File: src/rtl/sbist_pkg.sv
package sbist_pkg;

  typedef enum logic [1:0] {
    ST_IDLE = 2'd0,
    ST_RUN  = 2'd1,
    ST_FIN  = 2'd2
  } st_e;

  localparam int NUM_SWEEPS = 6;
  localparam int IDX_W      = 3;

  // Per-sweep attributes: direction, tail check enable, expected tail bit, bit shifted in
  typedef struct packed {
    logic asc;
    logic chk;
    logic exp_bit;
    logic wr_bit;
  } sweep_t;

  function automatic sweep_t sweep_attr(input logic [IDX_W-1:0] idx);
    sweep_t a;
    case (idx)
      3'd0:    a = sweep_t'(4'b1000);
      3'd1:    a = sweep_t'(4'b1101);
      3'd2:    a = sweep_t'(4'b1110);
      3'd3:    a = sweep_t'(4'b0101);
      3'd4:    a = sweep_t'(4'b0110);
      default: a = sweep_t'(4'b0100);
    endcase
    return a;
  endfunction

endpackage

File: src/rtl/sbist_cnt.sv
module sbist_cnt #(
  parameter int DEPTH     = 8,
  parameter int CHAIN_LEN = 8,
  parameter int ADDR_W    = 3,
  parameter int POS_W     = 3
) (
  input  logic              clk,
  input  logic              rst_n,
  input  logic              load,
  input  logic              load_asc,
  input  logic              step,
  input  logic              asc,
  output logic [ADDR_W-1:0] addr,
  output logic              pos_last,
  output logic              sweep_last
);

  localparam logic [ADDR_W-1:0] ADDR_TOP = ADDR_W'(DEPTH - 1);
  localparam logic [POS_W-1:0]  POS_TOP  = POS_W'(CHAIN_LEN - 1);

  logic [ADDR_W-1:0] addr_q, addr_d;
  logic [POS_W-1:0]  pos_q, pos_d;

  assign pos_last   = (pos_q == POS_TOP);
  assign sweep_last = pos_last && (asc ? (addr_q == ADDR_TOP) : (addr_q == '0));
  assign addr       = addr_q;

  always_comb begin
    addr_d = addr_q;
    pos_d  = pos_q;
    if (load) begin
      pos_d  = '0;
      addr_d = load_asc ? '0 : ADDR_TOP;
    end else if (step) begin
      if (pos_last) begin
        pos_d  = '0;
        addr_d = asc ? addr_q + ADDR_W'(1) : addr_q - ADDR_W'(1);
      end else begin
        pos_d = pos_q + POS_W'(1);
      end
    end
  end

  always_ff @(posedge clk or negedge rst_n) begin
    if (!rst_n) begin
      addr_q <= '0;
      pos_q  <= '0;
    end else if (load || step) begin
      addr_q <= addr_d;
      pos_q  <= pos_d;
    end
  end

endmodule

File: src/rtl/sbist_seq.sv
module sbist_seq
  import sbist_pkg::*;
(
  input  logic clk,
  input  logic rst_n,
  input  logic start,
  input  logic sweep_last,
  input  logic tail_bit,
  output logic test_on,
  output logic load,
  output logic load_asc,
  output logic step,
  output logic asc,
  output logic wr_bit,
  output logic go,
  output logic done
);

  localparam logic [IDX_W-1:0] LAST_IDX = IDX_W'(NUM_SWEEPS - 1);

  st_e              st_q, st_d;
  logic [IDX_W-1:0] idx_q, idx_d;
  logic             go_q, go_d, done_q, done_d;
  sweep_t           cur, nxt;
  logic             start_ok, sweep_end;

  assign cur       = sweep_attr(idx_q);
  assign nxt       = sweep_attr(idx_q + IDX_W'(1));
  assign start_ok  = start && (st_q != ST_RUN);
  assign sweep_end = (st_q == ST_RUN) && sweep_last;

  assign test_on  = (st_q == ST_RUN);
  assign step     = (st_q == ST_RUN);
  assign load     = start_ok || (sweep_end && (idx_q != LAST_IDX));
  assign load_asc = start_ok ? 1'b1 : nxt.asc;
  assign asc      = cur.asc;
  assign wr_bit   = cur.wr_bit;
  assign go       = go_q;
  assign done     = done_q;

  always_comb begin
    st_d   = st_q;
    idx_d  = idx_q;
    go_d   = go_q;
    done_d = done_q;
    if (start_ok) begin
      st_d   = ST_RUN;
      idx_d  = '0;
      go_d   = 1'b1;
      done_d = 1'b0;
    end else if (st_q == ST_RUN) begin
      if (cur.chk && (tail_bit != cur.exp_bit)) go_d = 1'b0;
      if (sweep_end) begin
        if (idx_q == LAST_IDX) begin
          st_d   = ST_FIN;
          done_d = 1'b1;
        end else begin
          idx_d = idx_q + IDX_W'(1);
        end
      end
    end
  end

  always_ff @(posedge clk or negedge rst_n) begin
    if (!rst_n) begin
      st_q   <= ST_IDLE;
      idx_q  <= '0;
      go_q   <= 1'b0;
      done_q <= 1'b0;
    end else begin
      st_q   <= st_d;
      idx_q  <= idx_d;
      go_q   <= go_d;
      done_q <= done_d;
    end
  end

endmodule

File: src/rtl/sbist_collar.sv
module sbist_collar #(
  parameter int WORD_W = 4,
  parameter int ADDR_W = 3
) (
  input  logic              test_on,
  input  logic [ADDR_W-1:0] t_addr,
  input  logic              si,
  input  logic [ADDR_W-1:0] fn_addr,
  input  logic              fn_we,
  input  logic [WORD_W-1:0] fn_wdata,
  input  logic [WORD_W-1:0] rdata,
  output logic [ADDR_W-1:0] mem_addr,
  output logic              mem_we,
  output logic [WORD_W-1:0] mem_wdata,
  output logic              so
);

  logic [WORD_W-1:0] shifted;

  generate
    if (WORD_W > 1) begin : g_wide
      assign shifted = {si, rdata[WORD_W-1:1]};
    end else begin : g_one
      assign shifted = si;
    end
  endgenerate

  assign so        = rdata[0];
  assign mem_addr  = test_on ? t_addr  : fn_addr;
  assign mem_we    = test_on ? 1'b1    : fn_we;
  assign mem_wdata = test_on ? shifted : fn_wdata;

endmodule

File: src/rtl/sbist_top.sv
module sbist_top #(
  parameter  int NUM_RAM   = 2,
  parameter  int WORD_W    = 4,
  parameter  int DEPTH     = 8,
  localparam int ADDR_W    = $clog2(DEPTH),
  localparam int CHAIN_LEN = NUM_RAM * WORD_W,
  localparam int POS_W     = $clog2(CHAIN_LEN)
) (
  input  logic                        clk,
  input  logic                        rst_n,
  input  logic                        start,
  output logic                        go,
  output logic                        done,
  input  logic [NUM_RAM*ADDR_W-1:0]   fn_addr,
  input  logic [NUM_RAM-1:0]          fn_we,
  input  logic [NUM_RAM*WORD_W-1:0]   fn_wdata,
  output logic [NUM_RAM*WORD_W-1:0]   fn_rdata,
  output logic [NUM_RAM*ADDR_W-1:0]   mem_addr,
  output logic [NUM_RAM-1:0]          mem_we,
  output logic [NUM_RAM*WORD_W-1:0]   mem_wdata,
  input  logic [NUM_RAM*WORD_W-1:0]   mem_rdata
);

  logic              test_on, ld, ld_asc, stp, asc, wr_bit;
  logic              pos_last, sweep_last;
  logic [ADDR_W-1:0] t_addr;
  logic [NUM_RAM:0]  chain;

  assign chain[0] = wr_bit;
  assign fn_rdata = mem_rdata;

  sbist_seq u_seq (
    .clk       (clk),
    .rst_n     (rst_n),
    .start     (start),
    .sweep_last(sweep_last),
    .tail_bit  (chain[NUM_RAM]),
    .test_on   (test_on),
    .load      (ld),
    .load_asc  (ld_asc),
    .step      (stp),
    .asc       (asc),
    .wr_bit    (wr_bit),
    .go        (go),
    .done      (done)
  );

  sbist_cnt #(
    .DEPTH    (DEPTH),
    .CHAIN_LEN(CHAIN_LEN),
    .ADDR_W   (ADDR_W),
    .POS_W    (POS_W)
  ) u_cnt (
    .clk       (clk),
    .rst_n     (rst_n),
    .load      (ld),
    .load_asc  (ld_asc),
    .step      (stp),
    .asc       (asc),
    .addr      (t_addr),
    .pos_last  (pos_last),
    .sweep_last(sweep_last)
  );

  generate
    for (genvar g = 0; g < NUM_RAM; g++) begin : g_ram
      sbist_collar #(
        .WORD_W(WORD_W),
        .ADDR_W(ADDR_W)
      ) u_collar (
        .test_on  (test_on),
        .t_addr   (t_addr),
        .si       (chain[g]),
        .fn_addr  (fn_addr[g*ADDR_W +: ADDR_W]),
        .fn_we    (fn_we[g]),
        .fn_wdata (fn_wdata[g*WORD_W +: WORD_W]),
        .rdata    (mem_rdata[g*WORD_W +: WORD_W]),
        .mem_addr (mem_addr[g*ADDR_W +: ADDR_W]),
        .mem_we   (mem_we[g]),
        .mem_wdata(mem_wdata[g*WORD_W +: WORD_W]),
        .so       (chain[g+1])
      );
    end
  endgenerate

endmodule

File: config.mk
export PLATFORM = sky130hd
export DESIGN_NAME = sbist_top
export DESIGN_NICKNAME = d
export VERILOG_FILES = /design/src/rtl/sbist_pkg.sv /design/src/rtl/sbist_cnt.sv /design/src/rtl/sbist_seq.sv /design/src/rtl/sbist_collar.sv /design/src/rtl/sbist_top.sv
export SDC_FILE = /design/constraint.sdc
export NUM_CORES = 1
export LEC_CHECK = 0
export CAP_MARGIN = 10
export CORE_MARGIN = 3
export CORE_UTILIZATION = 40
export CTS_BUF_LIST = sky130_fd_sc_hd__clkbuf_4 sky130_fd_sc_hd__clkbuf_8
export DETAILED_ROUTE_END_ITERATION = 6
export GPL_TIMING_DRIVEN = 0
export HOLD_SLACK_MARGIN = 0.05
export PLACE_DENSITY_LB_ADDON = 0.2
export RECOVER_POWER = 100
export SETUP_SLACK_MARGIN = 0.02
export SLEW_MARGIN = 0
export SYNTH_ARGS = -nofsm -noshare
export SYNTH_HDL_FRONTEND = slang
export SYNTH_SLANG_ARGS = --single-unit
File: constraint.sdc
create_clock -name clk -period 2.6 [get_ports clk]
set_input_delay 0.52 -clock clk [delete_from_list [all_inputs] [get_ports clk]]
set_output_delay 0.52 -clock clk [all_outputs]
set_load 0.02 [all_outputs]
==> results.cfg <==
[clock_tree]
insertion_delay_ps = 280
cts_htree_levels = 1
cts_tree = built
post_cts_buffers = 0
cts_sinks = 12
clkTransAtPathRegs_ps = 80
clockRootBuffer = clkbuf_4
cts_buffers = 3
cts_max_path_buffers = 2

[worst_setup_path]
crit_family = buffers and inverters
cp_common_cell = nand2_1
crit_path_end_kind = output port
worst_ep_required_time_ps = 2080
worstPathArrival_ps = 1950
start_kind = flop
cp_cell_sequence = nand2b_1, clkbuf_2, nand2_1, nand2_1, clkdlybuf4s50_1
path_class = reg2out
crit_slowest_cell = clkdlybuf4s50_1
critPathMaxFanout = 10
critical_path.max_stage_delay_ps = 610
cp_num_buf_inv = 2

[floorplan]
die-area_um2 = 3270
start_util = 0.448
rows = 17
ios = 53
die_x_um = 57.2
dieHeight_um = 57.2
coreArea_um2 = 2340

[placement]
port_buffers = 52
place_inst = 211
dpl.hpwl_um = 2280
place_congestion = 0.835

[drt]
wirelength_um = 2890
drt_iter0_drc = 36
firstDrtPassIters = 4
wire_per_inst_um = 13.5
via_count = 1066
viasPerCell = 4.96
antenna_left = 0
drc = 0

[sta]
max-slew-margin-rel = 0.534
fin_crit_sh = 0.949
setup_violations = 0
drv_slew = 0
tightest_slew_ps = 696
fin_crit_ps = 2470
setup-tns-final_ps = 0
rsz0062_at_grt = no
skew_ps = 2.22
max_freq_ghz = 0.405
hold_viol = 0

[global_route]
grt_pass1_vias = 1058
grt_usage = 0.186
grt_max_degree = 13
antenna_found_initial = 0
grt_pass1_wl_um = 4840
overflow = 0

[logic_synthesis]
synth.top_cell.area_share = 0.287
synthDistinctLibCells = 31
ys_warn_count = 0
yosys.area.top_type = dfrtp_1
ys_seq_elements = 12
synthTopCellsByArea = dfrtp_1 (29%), nand2_1 (15%), ha_1 (9.6%), buf_4 (7.2%), nor3_4 (3.1%)
synth_nets = 167
avgSynthCellArea_um2 = 7.99
synth_cells = 131
syn_area_um2 = 1050
synth-seq-area-share = 0.287

[pwr]
swShare = 0.235
power.switching_mw = 0.103
p_comb_frac = 0.224
leakagePower_nw = 0.753
p_per_area_nw_per_um2 = 269
p_int_mw = 0.333
peakVddDrop_mv = 0.291
p_clk_frac = 0.349
seq_power_share = 0.427

[finish]
syn_to_final_growth_pct = 54.8
stdcell_count = 215
diodes = 0
drive_gt1_frac = 0.123
final_nets = 224

[min_path]
hold_path.class = reg2reg

[job]
max_cap_violations = 0

[status]
outcome = complete, no violations
what timing repair did:
item	CTS	global route
gates resized for setup	4	5
hold buffers	0	0
endpoints found under the setup margin	13	12
registers in the layout, summed over array words and instances (netlist names):
| register | count |
|---|---|
| u_cnt.addr | 3 |
| u_cnt.pos_q | 3 |
| u_seq.go | 1 |
| u_seq.idx_q | 3 |
| u_seq.st_q | 2 |
area by class of cell:
type	count	area [um^2]
multi-input combinational	99	617
inverter	7	26.3
tap	28	35.0
clock buffer	4	36.3
buffer	13	92.6
fill	187	718
timing repair buffer	52	514
sequential	12	300
power groups by stage:
| stage | sequential, mW | combinational [mW] | clock, mW |
|---|---|---|---|
| after global placement | 0.190 | 0.0996 | 0 |
| after floorplan | 0.190 | 0.0318 | 0 |
| final | 0.186 | 0.0975 | 0.152 |
| after CTS | 0.186 | 0.102 | 0.154 |
| after detailed placement | 0.190 | 0.101 | 0 |
| after global routing | 0.186 | 0.104 | 0.163 |
worst paths after layout:
check | to | depth (start not counted) | slack, ps | from
max | mem_wdata[5] | 5 | 130 | u_seq.st_q[1]$_DFFE_PN0P_
min | u_cnt.pos_q[0]$_DFFE_PN0P_ | 1 | 500 | u_cnt.pos_q[0]$_DFFE_PN0P_
max reg2reg | u_cnt.addr[2]$_DFFE_PN0P_ | 9 | 300 | u_seq.idx_q[0]$_DFFE_PN0P_
min reg2reg | u_cnt.pos_q[0]$_DFFE_PN0P_ | 1 | 500 | u_cnt.pos_q[0]$_DFFE_PN0P_
max in group asynchronous | u_cnt.addr[2]$_DFFE_PN0P_ | 1 | 1550 | rst_n
min in group asynchronous | u_seq.go$_DFFE_PN0P_ | 1 | 670 | rst_n
cells by family (layout without fill, tap and decap cells):
logic type                 count (synthesis)  count (layout)  synth area share
xor gates and xnor gates                   3               3            0.0251
DFF                                       12              12             0.287
and+or+nand+nor                           65              65             0.299
AOI/OAI and AO/OA                         22              22             0.167
adders and majority gates                  9               9             0.115
buffers and inverters                     20              76             0.108
per-layer routing:
metal | part of all wire | track usage
met2 | 0.54 | 0.312
met1 | 0.39 | 0.234
met4 | 0.0090 | 0.0497
met5 | 0 | 0
met3 | 0.059 | 0.0543
layout by cell type (no fill, tap or decap), types with 2 or more instances in the layout:
master / netlist / layout
a21oi_1: 4 / 4
a32o_1: 2 / 2
buf_4: 10 / 10
clkbuf_4: 0 / 4
clkdlybuf4s50_1: 0 / 38
dfrtp_1: 12 / 12
dlygate4sd3_1: 0 / 13
ha_1: 8 / 8
inv_1: 7 / 7
nand2_1: 43 / 43
nand2b_1: 4 / 4
nand3_1: 6 / 6
nand3b_1: 3 / 3
nor3_1: 2 / 3
o211a_1: 2 / 2
o211ai_1: 1 / 2
o21a_1: 2 / 2
o21ai_0: 5 / 5
xnor2_1: 2 / 2
cell usage after synthesis:
| library cell | number |
|---|---|
| nand2_1 | 43 |
| o311ai_0 | 1 |
| nand2b_1 | 4 |
| or2_1 | 1 |
| dfrtp_1 | 12 |
| a32o_1 | 2 |
| o21ai_1 | 1 |
| o21a_1 | 2 |
| inv_1 | 7 |
| nor3_1 | 2 |
| fa_1 | 1 |
| nand3b_1 | 3 |
| xnor2_1 | 2 |
| a21oi_1 | 4 |
| nand3_1 | 6 |
| o211ai_1 | 1 |
| ha_1 | 8 |
| o21a_4 | 1 |
| nand2_2 | 1 |
| nor3_4 | 2 |
| o31ai_1 | 1 |
| o31a_2 | 1 |
| and2_1 | 1 |
| o211ai_4 | 1 |
| clkbuf_1 | 3 |
| xor2_1 | 1 |
| nor2_2 | 1 |
| buf_4 | 10 |
| o211a_1 | 2 |
| nor2b_1 | 1 |
| o21ai_0 | 5 |
through the flow:
stage          cell area [um^2]  hold WS [ps]  utilization  setup WS [ps]  power (mW)
2_1_floorplan              1050           224            -            474       0.222
3_3_place_gp               1600           483        0.685            109       0.290
3_5_place_dp               1600           507        0.685            127       0.291
4_1_cts                    1650           518        0.703           73.3       0.442
5_1_grt                    1620           528        0.693           25.5       0.454
6_report                   1620           504        0.693            132       0.436
No activity file was read; power rests on OpenSTA's default activity.
